===== config.mk =====
export PLATFORM = sky130hd
export DESIGN_NAME = serial_rom_slave
export DESIGN_NICKNAME = d
export VERILOG_FILES = /design/src/rtl/srs_pkg.sv /design/src/rtl/srs_line_decode.sv /design/src/rtl/srs_rom.sv /design/src/rtl/srs_seq.sv /design/src/rtl/serial_rom_slave.sv
export SDC_FILE = /design/constraint.sdc
export NUM_CORES = 1
export LEC_CHECK = 0
export ABC_AREA = 1
export BUFFER_PORTS_ARGS = -buffer_cell sky130_fd_sc_hd__buf_2
export CORE_ASPECT_RATIO = 2
export CORE_MARGIN = 5
export CORE_UTILIZATION = 57
export DETAILED_ROUTE_END_ITERATION = 8
export GPL_ROUTABILITY_DRIVEN = 0
export PLACE_DENSITY = 0.77
export SYNTH_ARGS = -nofsm -noshare
export SYNTH_HDL_FRONTEND = slang
export SYNTH_SLANG_ARGS = --single-unit

===== constraint.sdc =====
create_clock -name clk -period 1.9 [get_ports clk]
set_clock_uncertainty 0.1 [all_clocks]
set_input_delay 0.19 -clock clk [delete_from_list [all_inputs] [get_ports clk]]
set_output_delay 0.19 -clock clk [all_outputs]
set_load 0.1 [all_outputs]

===== src/rtl/srs_pkg.sv =====
package srs_pkg;

    localparam int SRS_CMD_W  = 8;
    localparam int SRS_ADDR_W = 8;
    localparam int SRS_DATA_W = 8;
    localparam int SRS_SEED   = 165;

    // Kind of line event seen on one host update
    typedef enum logic [2:0] {
        EV_NONE   = 3'd0,
        EV_START  = 3'd1,
        EV_STOP   = 3'd2,
        EV_IDLE   = 3'd3,
        EV_ACK    = 3'd4,
        EV_BIT    = 3'd5,
        EV_GLITCH = 3'd6,
        EV_OTHER  = 3'd7
    } srs_ev_e;

    typedef struct packed {
        logic scl;
        logic sda;
    } srs_line_t;

    // Constant memory word generator; callers keep the low bits
    function automatic logic [31:0] srs_rom_word(input int idx, input int seed);
        int v;
        v = (idx * 29 + seed) ^ (idx >>> 2);
        return 32'(v);
    endfunction

endpackage


===== src/rtl/srs_line_decode.sv =====
module srs_line_decode
    import srs_pkg::*;
(
    input  logic      upd_i,
    input  srs_line_t line_q,
    input  srs_line_t line_n,
    input  logic      busy_i,
    input  logic      ack_i,
    output srs_ev_e   ev_o
);

    logic both_high;
    logic sda_moved;
    logic scl_rise;

    assign both_high = line_q.scl & line_n.scl;
    assign sda_moved = line_q.sda ^ line_n.sda;
    assign scl_rise  = ~line_q.scl & line_n.scl;

    always_comb begin
        ev_o = EV_NONE;
        if (upd_i) begin
            if (both_high && sda_moved) begin
                ev_o = line_n.sda ? EV_STOP : EV_START;
            end else if (!busy_i) begin
                ev_o = EV_IDLE;
            end else if (scl_rise) begin
                if (ack_i) begin
                    ev_o = EV_ACK;
                end else if (!sda_moved) begin
                    ev_o = EV_BIT;
                end else begin
                    ev_o = EV_GLITCH;
                end
            end else begin
                ev_o = EV_OTHER;
            end
        end
    end

endmodule


===== src/rtl/srs_rom.sv =====
module srs_rom
    import srs_pkg::*;
#(
    parameter int ADDR_W = SRS_ADDR_W,
    parameter int DATA_W = SRS_DATA_W,
    parameter int SEED   = SRS_SEED
) (
    input  logic [ADDR_W-1:0] rd_addr_i,
    output logic [DATA_W-1:0] rd_data_o
);

    localparam int DEPTH = 1 << ADDR_W;

    logic [DATA_W-1:0] word_w [DEPTH];

    for (genvar g = 0; g < DEPTH; g++) begin : g_word
        logic [31:0] full_w;
        assign full_w    = srs_rom_word(g, SEED);
        assign word_w[g] = full_w[DATA_W-1:0];
    end

    assign rd_data_o = word_w[rd_addr_i];

endmodule


===== src/rtl/srs_seq.sv =====
module srs_seq
    import srs_pkg::*;
#(
    parameter int CMD_W  = SRS_CMD_W,
    parameter int ADDR_W = SRS_ADDR_W,
    parameter int DATA_W = SRS_DATA_W,
    parameter int TICK_W = $clog2(CMD_W + ADDR_W + 2)
) (
    input  logic              clk,
    input  logic              rst,
    input  srs_ev_e           ev_i,
    input  srs_line_t         line_n,
    input  logic [DATA_W-1:0] rom_data_i,
    output logic [ADDR_W-1:0] rom_addr_o,
    output srs_line_t         line_q,
    output logic [TICK_W-1:0] tick_o,
    output logic              ack_o,
    output logic [CMD_W-1:0]  cmd_o
);

    localparam logic [TICK_W-1:0] CMD_END  = TICK_W'(CMD_W + 1);
    localparam logic [TICK_W-1:0] ADDR_END = TICK_W'(CMD_W + ADDR_W + 1);

    typedef struct packed {
        srs_line_t         line;
        logic [TICK_W-1:0] tick;
        logic              ack;
        logic [CMD_W-1:0]  cmd;
        logic [ADDR_W-1:0] addr;
        logic [DATA_W-1:0] data;
    } seq_state_t;

    seq_state_t st_q, st_n;
    logic [TICK_W-1:0] tick_inc;
    logic [ADDR_W-1:0] addr_shift;

    assign tick_inc   = st_q.tick + 1'b1;
    assign addr_shift = {st_q.addr[ADDR_W-2:0], line_n.sda};
    assign rom_addr_o = addr_shift;

    always_comb begin
        st_n = st_q;
        if (ev_i != EV_NONE) begin
            st_n.line = line_n;
        end
        case (ev_i)
            EV_START: begin
                st_n.tick = TICK_W'(1);
                st_n.cmd  = '0;
            end
            EV_ACK: begin
                st_n.line.sda = 1'b0;
                st_n.ack      = 1'b0;
            end
            EV_BIT: begin
                if (st_q.tick < CMD_END) begin
                    st_n.cmd  = {st_q.cmd[CMD_W-2:0], line_n.sda};
                    st_n.tick = tick_inc;
                    if (tick_inc == CMD_END) begin
                        st_n.ack = 1'b1;
                    end
                end else if (st_q.tick < ADDR_END) begin
                    if (st_q.cmd[0]) begin
                        st_n.line.sda = st_q.data[DATA_W-1];
                    end
                    st_n.addr = addr_shift;
                    st_n.data = {st_q.data[DATA_W-2:0], 1'b0};
                    st_n.tick = tick_inc;
                    if (tick_inc == ADDR_END) begin
                        st_n.data = rom_data_i;
                        st_n.ack  = 1'b1;
                        st_n.tick = '0;
                    end
                end else begin
                    st_n.line.sda = 1'b0;
                end
            end
            default: begin
            end
        endcase
    end

    always_ff @(posedge clk) begin
        if (rst) begin
            st_q.line.scl <= 1'b1;
            st_q.line.sda <= 1'b1;
            st_q.tick     <= '0;
            st_q.ack      <= 1'b0;
            st_q.cmd      <= '0;
            st_q.addr     <= '0;
            st_q.data     <= '0;
        end else begin
            st_q <= st_n;
        end
    end

    assign line_q = st_q.line;
    assign tick_o = st_q.tick;
    assign ack_o  = st_q.ack;
    assign cmd_o  = st_q.cmd;

endmodule


===== src/rtl/serial_rom_slave.sv =====
module serial_rom_slave
    import srs_pkg::*;
#(
    parameter int CMD_W  = SRS_CMD_W,
    parameter int ADDR_W = SRS_ADDR_W,
    parameter int DATA_W = SRS_DATA_W,
    parameter int SEED   = SRS_SEED
) (
    input  logic clk,
    input  logic rst,
    input  logic upd_i,
    input  logic scl_i,
    input  logic sda_i,
    output logic sda_o
);

    localparam int TICK_W = $clog2(CMD_W + ADDR_W + 2);

    srs_line_t         line_n_w;
    srs_line_t         line_q_w;
    srs_ev_e           ev_w;
    logic [TICK_W-1:0] tick_w;
    logic              ack_w;
    logic [CMD_W-1:0]  cmd_w;
    logic [ADDR_W-1:0] rom_addr_w;
    logic [DATA_W-1:0] rom_data_w;
    logic              busy_w;

    assign line_n_w.scl = scl_i;
    assign line_n_w.sda = sda_i;
    assign busy_w       = (tick_w != '0) || ack_w;

    srs_line_decode u_decode (
        .upd_i  (upd_i),
        .line_q (line_q_w),
        .line_n (line_n_w),
        .busy_i (busy_w),
        .ack_i  (ack_w),
        .ev_o   (ev_w)
    );

    srs_rom #(
        .ADDR_W (ADDR_W),
        .DATA_W (DATA_W),
        .SEED   (SEED)
    ) u_rom (
        .rd_addr_i (rom_addr_w),
        .rd_data_o (rom_data_w)
    );

    srs_seq #(
        .CMD_W  (CMD_W),
        .ADDR_W (ADDR_W),
        .DATA_W (DATA_W),
        .TICK_W (TICK_W)
    ) u_seq (
        .clk        (clk),
        .rst        (rst),
        .ev_i       (ev_w),
        .line_n     (line_n_w),
        .rom_data_i (rom_data_w),
        .rom_addr_o (rom_addr_w),
        .line_q     (line_q_w),
        .tick_o     (tick_w),
        .ack_o      (ack_w),
        .cmd_o      (cmd_w)
    );

    assign sda_o = line_q_w.sda;

endmodule


==> flow_summary.json <==
{
  "start_kind": "flip-flop",
  "drive_gt1_share_pct": 23.2,
  "crit_path_end_kind": "flip-flop",
  "synth.area.top_cells": "dfxtp_1 (22%), nand2_1 (18%), o21ai_0 (8.1%), a21oi_1 (7.9%), inv_1 (7.6%)",
  "num_antenna_cells": 0,
  "synthTopCellsByCount": "nand2_1 (107), inv_1 (45), o21ai_0 (36)",
  "nFillCells": 314,
  "grt_usage_pct": 28.4,
  "worst_pin_slew_ns": 0.484,
  "cts.path.max_buffers": 2,
  "synth_cells": 373,
  "ys_ff_latch": 24,
  "crit_buf_inv": 3,
  "root_buffer": "clkbuf_8",
  "cts_tree": "done",
  "maxCapViolations": 0,
  "synth_xor_area_share_pct": 1.97,
  "grt_max_degree": 16,
  "clock-sinks": 24,
  "multi_input_area_um2": 1660,
  "synth-edff-count": 0,
  "fp-row-count": 32,
  "power_density_nw_per_um2": 405,
  "drc": 0,
  "fin_area_um2": 2750,
  "synthSimpleGateAreaFrac_pct": 35.5,
  "final_util_pct": 72.2,
  "fp.coreArea_um2": 3800,
  "synth_fa_ha_area_share_pct": 7.32,
  "yosysWarnings": 0,
  "finalSetupViolations": 3,
  "antenna_found_initial": 0,
  "detailed_place_hpwl_um": 5120,
  "totalWireLength_um": 7480,
  "place_area_um2": 2380,
  "crit_family": "buffers and inverters",
  "outcome": "finished with violations",
  "rsz0062_at_grt": "true",
  "hold_class": "input pin to flip-flop",
  "cp_max_fo": 6,
  "area_growth_pct": 23.6,
  "synth.yosys.seq_area_share_pct": 21.6,
  "hold_viol": 0,
  "timing.final.crit_period_ns": 1.95,
  "cts-buffers-inserted": 3,
  "synth_top_family_by_area": "simple AND/OR/NAND/NOR gates",
  "critPathKind": "flip-flop to flip-flop",
  "fp.dieW_um": 54.2,
  "post-route-period-util_pct": 103,
  "dieArea_um2": 5320,
  "grt_pass1_vias": 2597,
  "max_freq_ghz": 0.512,
  "port_buffers": 5,
  "max_stage_delay_ns": 0.39,
  "vias": 2644,
  "vias_per_cell": 5.80,
  "clock_latency_ns": 0.28,
  "async_flop_share_pct": 0,
  "grt-ovfl-total": 0,
  "synth_compound_gate_area_share_pct": 22.4,
  "maxSlewViolCount": 0,
  "syn_nets": 391,
  "ir_drop_mv": 0.430,
  "violations": "setup timing",
  "p_leak_nw": 1.28,
  "ys.flop_type": "dfxtp_1",
  "final_cells": 456,
  "synthesis.area_um2": 2220,
  "yosysMostFrequentCell": "nand2_1",
  "critPathArrivalTime_ns": 2.03,
  "fin_nets": 424,
  "path_cells": "ha_2 -> nand3_2 -> xor2_2 -> inv_1 -> nand3_4 -> clkinvlp_4 -> buf_4 -> nand2_1 -> o21ai_0 -> o21a_1",
  "ys_types": 30,
  "firstDrtPassIters": 4,
  "cpMaxStageDelayCell": "dfxtp_4",
  "p_total_mw": 1.11,
  "htree_levels": 1,
  "path_clk_slew_ns": 0.09,
  "initial_core_util_pct": 58.4,
  "crit_required_ns": 1.98,
  "seqCellArea_um2": 493,
  "grt_pass1_wl_um": 11400,
  "die_h_um": 98.3,
  "setup_ws_ns": -0.0521,
  "synthMuxAreaShare_pct": 0,
  "io_pins": 6,
  "yosysTopAreaCell": "dfxtp_1",
  "wl_per_cell_um": 16.4,
  "ant_nets": 0,
  "yosys.area.top_type_share_pct": 21.6,
  "placed_cells": 434,
  "drtIter0Drc": 153,
  "avgSynthCellArea_um2": 5.96,
  "slew_headroom_pct": 68.0
}
## layout by cell type (no fill, tap or decap), types with 7 or more instances in the layout
cell     Yosys  final
nand2_1    107    101
inv_1       45     40
a21oi_1     35     34
nor2_1      32     31
o21ai_0     36     30
buf_4        0     29
nand3_1     21     18
dfxtp_1     24     18
ha_1        13     10
nand2_2      3      7
## metrics by stage
| step | worst slack [ns] | hold WS (ns) | TNS, ns |
|---|---|---|---|
| 2_1_floorplan | 0.0724 | 0.190 | 0 |
| 5_1_grt | -0.204 | 0.114 | -1.59 |
| 6_report | -0.0521 | 0.0790 | -0.0979 |
| 3_5_place_dp | -0.128 | 0.283 | -1.14 |
| 4_1_cts | 0.00341 | 0.0855 | 0 |
| 3_3_place_gp | -0.0448 | 0.279 | -0.179 |
## where the power goes
| part | internal (mW) | switching [mW] |
|---|---|---|
| Sequential | 0.512 | 0.0126 |
| Combinational | 0.0984 | 0.170 |
| Clock | 0.150 | 0.168 |
| Total | 0.760 | 0.351 |
## flip-flops by register name, summed over array words and instances (netlist names)
name,flops
u_seq.st_q,8
u_seq.rom_addr_o,7
u_seq.tick_o,5
u_seq.line_q,2
u_seq.ack_o,1
u_seq.cmd_o,1
## layer usage
layer	wire length [um]	part of all wire (%)	track usage, %
met5	0	0	0
met4	701	9.4	23.4
met3	231	3.1	2.60
met2	4140	55	51.6
met1	2400	32	25.4
## path summary, 6_finish.rpt
kind / startpoint / endpoint / slack [ns] / cells past startpoint
hold / removal: scl_i / u_seq.line_q[1] / 0.08 / 3
setup reg to reg: u_seq.tick_o[0] / u_seq.st_q[2] / -0.05 / 10
hold reg to reg: u_seq.st_q[6] / u_seq.st_q[6] / 0.39 / 2
setup / recovery: u_seq.tick_o[0] / u_seq.st_q[2] / -0.05 / 10
## worst register-to-register path: cells and delay by family (launching register included)
family | cells | cell delay [ns]
flip-flops | 1 | 0.39
AO/OA/AOI/OAI | 2 | 0.28
AND/OR/NAND/NOR | 3 | 0.27
adder cells (fa/ha/maj) | 1 | 0.22
XOR/XNOR | 1 | 0.19
buffers and inverters | 3 | 0.42
## kinds of logic after synthesis
family          count (synthesis)
flops                          24
buf+inv                        61
compound gates                 89
xor+xnor                        5
simple gates                  181
fa+ha+maj                      13
## cell type report
class | count | share of cell area, %
multi-input combinational | 291 | 60.5
sequential | 24 | 17.9
timing repair buffer | 38 | 10.8
inverter | 47 | 6.70
tap | 51 | 2.32
clock buffer | 4 | 1.64
timing repair inverter | 1 | 0.182
## timing repair
action / in CTS / in global routing
pin swaps: 2 / 12
endpoints found under the hold margin: 1 / 0
cloned: 2 / 2
resized for setup: 7 / 40
setup buffers: 2 / 11
setup endpoints to repair: 18 / 23
hold buffers: 1 / 0
Note: power is estimated with default switching activity, not from simulation.
